--- config.mk ---
export PLATFORM = sky130hd
export DESIGN_NAME = adc_chain_reader
export DESIGN_NICKNAME = d
export VERILOG_FILES = /design/src/rtl/adc_rd_pkg.sv /design/src/rtl/adc_rate_tick.sv /design/src/rtl/adc_sck_gen.sv /design/src/rtl/adc_word_unpack.sv /design/src/rtl/adc_chain_reader.sv
export SDC_FILE = /design/constraint.sdc
export NUM_CORES = 1
export LEC_CHECK = 0
export BUFFER_PORTS_ARGS = -buffer_cell sky130_fd_sc_hd__buf_2
export CAP_MARGIN = 15
export CORE_UTILIZATION = 59
export DETAILED_ROUTE_END_ITERATION = 16
export PLACE_DENSITY = 0.87
export SYNTH_ARGS = -nofsm -noshare
export SYNTH_HDL_FRONTEND = slang
export SYNTH_SLANG_ARGS = --single-unit
--- constraint.sdc ---
create_clock -name clk -period 4.75 [get_ports clk]
set_clock_uncertainty 0.1 [all_clocks]
set_input_delay 0.2375 -clock clk [delete_from_list [all_inputs] [get_ports clk]]
set_output_delay 0.2375 -clock clk [all_outputs]
set_load 0.05 [all_outputs]
--- src/rtl/adc_rd_pkg.sv ---
// Package: shared types of the chain readout controller.
package adc_rd_pkg;
    typedef enum logic [2:0] {
        ST_IDLE,
        ST_CONV,
        ST_WAIT,
        ST_SHIFT,
        ST_EMIT
    } rd_state_t;
endpackage

--- src/rtl/adc_rate_tick.sv ---
// Sample-rate timer. Gives a one-clock tick every `period` clocks while
// enable is high. A period of 0 acts as 1. Assumes nothing about the consumer.
module adc_rate_tick #(
    parameter int CNT_W = 16
) (
    input  logic             clk,
    input  logic             rst_n,
    input  logic             enable,
    input  logic [CNT_W-1:0] period,
    output logic             tick
);
    logic [CNT_W-1:0] cnt;
    logic [CNT_W-1:0] last;

    // Clamp the period and mark its final count.
    always_comb begin
        last = (period == '0) ? '0 : period - CNT_W'(1);
        tick = enable && (cnt >= last);
    end

    // Free-running counter, held at zero while disabled.
    always_ff @(posedge clk) begin
        if (!rst_n || !enable) cnt <= '0;
        else if (cnt >= last)  cnt <= '0;
        else                   cnt <= cnt + CNT_W'(1);
    end

    assert_tick_range_R11: assert property (@(posedge clk) disable iff (!rst_n)
        (enable && period != '0) |-> (cnt < period));
endmodule

--- src/rtl/adc_sck_gen.sv ---
// Shift-clock generator. While `run` is high it toggles sck every `div`
// clocks (0 acts as 1), starting low. It makes exactly TOTAL_BITS rising
// edges and pulses `done` on the final falling edge. `rise` flags the clock
// in which sck goes high, and the data is captured then. Assumes run stays
// high until done.
module adc_sck_gen #(
    parameter int DIV_W      = 8,
    parameter int TOTAL_BITS = 32
) (
    input  logic             clk,
    input  logic             rst_n,
    input  logic             run,
    input  logic [DIV_W-1:0] div,
    output logic             sck,
    output logic             rise,
    output logic             done
);
    localparam int BIT_W = $clog2(TOTAL_BITS + 1);
    localparam logic [BIT_W-1:0] ALL = BIT_W'(TOTAL_BITS);

    logic [DIV_W-1:0] hc;
    logic [DIV_W-1:0] hc_last;
    logic [BIT_W-1:0] rises;
    logic             wrap;

    // Half-period end and edge events.
    always_comb begin
        hc_last = (div == '0) ? '0 : div - DIV_W'(1);
        wrap    = run && (hc == hc_last);
        rise    = wrap && !sck && (rises != ALL);
        done    = wrap && sck && (rises == ALL);
    end

    // Half-period counter, sck level and rising-edge count.
    always_ff @(posedge clk) begin
        if (!rst_n || !run) begin
            hc    <= '0;
            sck   <= 1'b0;
            rises <= '0;
        end else begin
            hc <= wrap ? '0 : hc + DIV_W'(1);
            if (rise) begin
                sck   <= 1'b1;
                rises <= rises + BIT_W'(1);
            end else if (wrap && sck) begin
                sck <= 1'b0;
            end
        end
    end

    assert_edge_limit_R4: assert property (@(posedge clk) disable iff (!rst_n)
        rises <= ALL);
    assert_sck_parks_R4: assert property (@(posedge clk) disable iff (!rst_n)
        !run |=> !sck);
endmodule

--- src/rtl/adc_word_unpack.sv ---
// Collects the serial bits of the whole chain, then presents them one word
// at a time, device 0 (the first bits received) first. Assumes the bits
// arrive most significant first and that shift and pop never overlap.
module adc_word_unpack #(
    parameter int WORD_W    = 16,
    parameter int DEV_COUNT = 2,
    localparam int IDX_W    = (DEV_COUNT > 1) ? $clog2(DEV_COUNT) : 1
) (
    input  logic              clk,
    input  logic              rst_n,
    input  logic              clear,
    input  logic              shift_en,
    input  logic              bit_in,
    input  logic              pop,
    output logic [WORD_W-1:0] word,
    output logic [IDX_W-1:0]  dev_idx,
    output logic              last
);
    localparam int TOTAL = WORD_W * DEV_COUNT;
    localparam logic [IDX_W-1:0] LAST_IDX = IDX_W'(DEV_COUNT - 1);

    logic [TOTAL-1:0] sh;

    // Word at the head of the register and end-of-chain flag.
    always_comb begin
        word = sh[TOTAL-1 -: WORD_W];
        last = (dev_idx == LAST_IDX);
    end

    // Bit collection, then word-wise advance on each pop.
    always_ff @(posedge clk) begin
        if (!rst_n)        sh <= '0;
        else if (shift_en) sh <= {sh[TOTAL-2:0], bit_in};
        else if (pop)      sh <= sh << WORD_W;
    end

    // Device index of the word at the head.
    always_ff @(posedge clk) begin
        if (!rst_n || clear)  dev_idx <= '0;
        else if (pop && !last) dev_idx <= dev_idx + IDX_W'(1);
    end

    assert_idx_range_R7: assert property (@(posedge clk) disable iff (!rst_n)
        dev_idx <= LAST_IDX);
    assert_no_mix_R6: assert property (@(posedge clk) disable iff (!rst_n)
        !(shift_en && pop));
endmodule

--- src/rtl/adc_chain_reader.sv ---
// Top of the chain readout controller. It sequences the conversion strobe,
// the busy wait with timeout, the chip-select-low readout of 16*DEV_COUNT
// bits and the per-word output stream. It assumes adc_busy and adc_sdo are
// already synchronous to clk, and that busy rises while the strobe is high.
module adc_chain_reader #(
    parameter int DEV_COUNT = 2,
    parameter int WORD_W    = 16,
    parameter int CNT_W     = 16,
    parameter int LEN_W     = 8,
    parameter int DIV_W     = 8,
    parameter int OVR_W     = 8,
    localparam int IDX_W    = (DEV_COUNT > 1) ? $clog2(DEV_COUNT) : 1
) (
    input  logic              clk,
    input  logic              rst_n,
    input  logic              enable,
    input  logic [CNT_W-1:0]  sample_period,
    input  logic [LEN_W-1:0]  start_len,
    input  logic [DIV_W-1:0]  clk_div,
    input  logic [CNT_W-1:0]  busy_timeout,
    input  logic              adc_busy,
    input  logic              adc_sdo,
    output logic              adc_cnv,
    output logic              adc_cs_n,
    output logic              adc_sck,
    output logic              out_valid,
    input  logic              out_ready,
    output logic [WORD_W-1:0] out_data,
    output logic [IDX_W-1:0]  out_dev,
    output logic              timeout_err,
    output logic [OVR_W-1:0]  overrun_cnt
);
    import adc_rd_pkg::*;

    localparam int TOTAL_BITS = WORD_W * DEV_COUNT;

    rd_state_t        state;
    logic [LEN_W-1:0] len_cnt;
    logic [LEN_W-1:0] len_eff;
    logic [CNT_W-1:0] to_cnt;
    logic [CNT_W-1:0] to_last;
    logic             tick, accept, skip;
    logic             sck_rise, sck_done, pop, last_word;

    adc_rate_tick #(.CNT_W(CNT_W)) i_rate (
        .clk(clk), .rst_n(rst_n), .enable(enable),
        .period(sample_period), .tick(tick)
    );

    adc_sck_gen #(.DIV_W(DIV_W), .TOTAL_BITS(TOTAL_BITS)) i_sck (
        .clk(clk), .rst_n(rst_n), .run(state == ST_SHIFT), .div(clk_div),
        .sck(adc_sck), .rise(sck_rise), .done(sck_done)
    );

    adc_word_unpack #(.WORD_W(WORD_W), .DEV_COUNT(DEV_COUNT)) i_unpack (
        .clk(clk), .rst_n(rst_n), .clear(accept), .shift_en(sck_rise),
        .bit_in(adc_sdo), .pop(pop), .word(out_data), .dev_idx(out_dev),
        .last(last_word)
    );

    // Decode outputs, clamps and sample acceptance.
    always_comb begin
        len_eff   = (start_len < LEN_W'(2)) ? LEN_W'(2) : start_len;
        to_last   = (busy_timeout == '0) ? '0 : busy_timeout - CNT_W'(1);
        accept    = tick && (state == ST_IDLE) && out_ready;
        skip      = tick && !accept;
        adc_cnv   = (state == ST_CONV);
        adc_cs_n  = (state != ST_SHIFT);
        out_valid = (state == ST_EMIT);
        pop       = out_valid && out_ready;
    end

    // Main sequencer: strobe, busy wait, shift, emit.
    always_ff @(posedge clk) begin
        if (!rst_n) begin
            state       <= ST_IDLE;
            len_cnt     <= '0;
            to_cnt      <= '0;
            timeout_err <= 1'b0;
        end else begin
            case (state)
                ST_IDLE: if (accept) begin
                    state       <= ST_CONV;
                    len_cnt     <= LEN_W'(1);
                    timeout_err <= 1'b0;
                end
                ST_CONV: if (len_cnt >= len_eff) begin
                    state  <= ST_WAIT;
                    to_cnt <= '0;
                end else begin
                    len_cnt <= len_cnt + LEN_W'(1);
                end
                ST_WAIT: if (!adc_busy) begin
                    state <= ST_SHIFT;
                end else if (to_cnt >= to_last) begin
                    state       <= ST_IDLE;
                    timeout_err <= 1'b1;
                end else begin
                    to_cnt <= to_cnt + CNT_W'(1);
                end
                ST_SHIFT: if (sck_done) state <= ST_EMIT;
                ST_EMIT:  if (out_ready && last_word) state <= ST_IDLE;
                default:  state <= ST_IDLE;
            endcase
        end
    end

    // Wrapping count of dropped sample requests.
    always_ff @(posedge clk) begin
        if (!rst_n)    overrun_cnt <= '0;
        else if (skip) overrun_cnt <= overrun_cnt + OVR_W'(1);
    end

    assert_cnv_min_R2: assert property (@(posedge clk) disable iff (!rst_n)
        $rose(adc_cnv) |=> adc_cnv);
    assert_cs_after_busy_R3: assert property (@(posedge clk) disable iff (!rst_n)
        $fell(adc_cs_n) |-> $past(!adc_busy));
    assert_cnv_cs_apart_R3: assert property (@(posedge clk) disable iff (!rst_n)
        adc_cnv |-> adc_cs_n);
    assert_sck_gated_R4: assert property (@(posedge clk) disable iff (!rst_n)
        adc_cs_n |-> !adc_sck);
    assert_hold_R8: assert property (@(posedge clk) disable iff (!rst_n)
        (out_valid && !out_ready) |=>
            (out_valid && $stable(out_data) && $stable(out_dev)));
    assert_err_quiet_R9: assert property (@(posedge clk) disable iff (!rst_n)
        $rose(timeout_err) |-> (adc_cs_n && !out_valid));
    assert_overrun_step_R10: assert property (@(posedge clk) disable iff (!rst_n)
        (skip && !adc_cnv) |=> (overrun_cnt == OVR_W'($past(overrun_cnt) + 1'b1)));
endmodule

==> results.cfg <==
[clock_network]
path_clk_slew_ns = 0.07
cts_hold_buf = 0
clock_latency_ns = 0.35
cts.sinks = 100
cts_root_buf = clkbuf_16
cts_tree = yes
post_cts_buffers = 0
cts_buffers = 9
clockBufferDepth = 2
cts_resized = 0
htreeDepth = 3

[die]
die_w_um = 109.2
std_cell_rows = 38
ioPinCount = 84
die_h_um = 109.2
die_area_um2 = 11930
core_um2 = 11030
start_util_pct = 61.49

[logic_synthesis]
synth_fa_ha_area_share_pct = 9.592
synth-compound-area-share_pct = 18.13
synthesis.yosys.warnings = 0
synth_top_family_by_area = simple AND/OR/NAND/NOR gates
synth_nets = 948
muxShareOfSynthArea_pct = 3.394
synthSimpleGateAreaFrac_pct = 25.35
syn_area_um2 = 6783
synthDistinctLibCells = 64
seq_area_frac_synth_pct = 29.51
synth_edf_count = 0
ys.flop_type = dfxtp_1
synth_cells = 842
synth_xor_area_share_pct = 6.456
ys_async_sr_fraction_pct = 0
syn_avg_cell_area_um2 = 8.056
yosys_register_bits = 100

[sta]
holdWs_ns = 0.06435
rsz0062_at_grt = false
max_clock_freq_mhz = 251.2
setup_viol = 0
slew_violations = 0
relSlewSlack_pct = 37.71
worst_pin_slew_ns = 0.9267
setup_tns_ns = 0
hold_viol_final = 0
period_minus_slack_ns = 3.981
fin_crit_sh_pct = 83.81

[critical_path]
rr_endpoint = i_unpack.sh[19]
crit_type = input port to flip-flop
crit_path_max_fanout = 16
critical_path_arrival_ns = 4.10
r2r_slack_ns = 1.80
r2r_cells = 10
crit_required_ns = 4.87
startpoint_type = input port
reg2reg_from = state[1]
worst_setup_path_end_kind = flip-flop

[drt]
drc = 0
first_pass_iters = 6
drt_iter0_markers = 408
via_per_inst = 6.085
wl_um = 14480
wl_per_cell_um = 14.03
drtAntennaViolNets = 0
vias = 6280

[global_route]
grt_pass1_vias = 5633
grt-ovfl-total = 0
track_usage_pct = 24.74
grt_antenna_before_repair = 0
grt_first_pass_wirelength_um = 24120
grt_max_degree = 54

[worst_hold_path]
hold_depth = 3
min_from = adc_sdo
min_to = i_unpack.sh[0]
hold_path_class = input port to flip-flop

[placed_design]
io_buffers = 83
hpwl_um = 10370
finalWeightedCongestion = 0.8232
place_inst = 1016

[cells_and_area]
area_growth_pct = 9.611
diodes = 0
final_cell_count_no_fill = 1032
drive_gt1_share_pct = 15.58
nets = 993

[flow_run]
drv_cap = 0

[power]
ir_drop_uv = 259.5
leakage_nw = 3.105
power.total_mw = 1.714
p_per_area_nw_per_um2 = 230.5

[run_status]
status = finished, final reports clean
[kinds of logic after synthesis]
family,Yosys count
fa+ha+maj,52
compound gates,182
flops,100
xor+xnor,50
buf+inv,108
simple gates,329
mux,21
[metal layers]
layer  GRT usage, %  up-vias  share of wire [%]
met3          3.945       30                3.3
met1          30.20     2943                 46
met4          8.762        0                2.1
met2          43.71      121                 49
met5              0        -                  0
li1               -     3186                  -
[per-stage QoR]
step                      util (%)  worst slack, ns  instance area [um2]
after detailed placement     64.69           0.3743                 7136
after floorplan                  -           0.7745                 6783
final                        67.40           0.7692                 7435
after global routing         67.40           0.2309                 7435
after global placement       64.69           0.5762                 7136
after CTS                    67.40           0.7261                 7435
[cells in the mapped netlist, drive strengths merged (3+ instances only)]
library cell / count / share of area [%]
dfxtp: 100 / 30
nand2: 72 / 4.0
nor2: 58 / 3.2
a21oi: 55 / 4.1
ha: 52 / 9.6
inv: 48 / 2.7
nand3: 38 / 2.8
clkbuf: 35 / 1.9
xor2: 35 / 4.5
nand4: 31 / 3.0
nor3: 28 / 2.1
nor4: 26 / 2.4
buf: 25 / 3.0
o21ai: 24 / 1.8
a31oi: 20 / 1.8
or3: 18 / 1.7
or4: 18 / 2.0
a311o: 16 / 2.4
mux2: 16 / 2.7
xnor2: 15 / 1.9
and3: 13 / 1.2
o31ai: 12 / 1.3
o211ai: 9 / 1.0
a21o: 8 / 0.89
o21a: 6 / 0.66
a211oi: 5 / 0.55
and2: 5 / 0.46
mux2i: 5 / 0.74
nand2b: 4 / 0.37
nor2b: 4 / 0.37
o41ai: 4 / 0.52
and4: 3 / 0.39
nor4b: 3 / 0.39
[layout make-up]
class | instances | area, um2
multi-input combinational | 634 | 4280
fill | 917 | 3596
sequential | 100 | 2002
timing repair buffer | 94 | 498.0
clock buffer | 10 | 229.0
inverter | 48 | 180.2
tap | 140 | 175.2
clock inverter | 6 | 70.07
[report_power, final]
part           internal [mW]  total, mW  switching [mW]
combinational         0.0541      0.128          0.0737
clock                  0.415      0.746           0.331
sequential             0.838      0.840         0.00101
[worst max-delay path, stage by stage]
cell	delay [ns]
buf_2	0.12
or4_1	0.56
or3_1	0.38
nor4_1	0.30
nand4_1	0.15
buf_4	0.21
and2_1	0.17
ha_1	0.27
nor2b_1	0.04
o21ai_0	0.16
a21oi_1	0.09
o211ai_1	0.35
a2bb2oi_2	0.50
buf_4	0.30
mux2i_1	0.19
nor2_1	0.05
[state kept, by name, indices dropped and copies added (netlist names), 3 cells and up]
signal,cells
i_sck.hc,8
to_cnt,16
len_cnt,8
overrun_cnt,8
i_rate.cnt,16
state,3
i_unpack.sh,32
i_sck.rises,6
[worst max path at each step]
stage / startpoint / end / slack (ns) / cells after the start
3_3_place_gp: sample_period[11] / i_rate.cnt[12] / 0.58 / 13
6_report: busy_timeout[7] / to_cnt[1] / 0.77 / 16
4_1_cts: sample_period[11] / i_rate.cnt[12] / 0.73 / 13
3_5_place_dp: sample_period[11] / i_rate.cnt[12] / 0.37 / 13
2_1_floorplan: busy_timeout[9] / to_cnt[14] / 0.77 / 15
5_1_grt: sample_period[11] / i_rate.cnt[11] / 0.23 / 12
[cell usage in the layout (no fill, tap or decap), types with 3 or more instances in the layout]
cell and instances:
and3_1 13, a21o_1 8, a21oi_1 55, inv_1 47, clkbuf_16 9, nand3_1 38
o41ai_1 4, buf_2 83, o21a_1 6, and4_1 3, nor2b_1 4, xor2_1 35
nor3_1 27, and2_1 5, mux2i_1 5, a311o_1 16, o31ai_1 12, o211ai_1 9
dfxtp_1 100, o21ai_0 24, nor4b_1 3, a31oi_1 20, a211oi_1 5, or3_1 18
nand2b_1 4, mux2_2 16, nor4_1 25, ha_1 52, inv_6 4, nor2_1 58
nand4_1 30, buf_4 11, xnor2_1 15, nand2_1 72, or4_1 17
(Power assumes the default switching activity.)
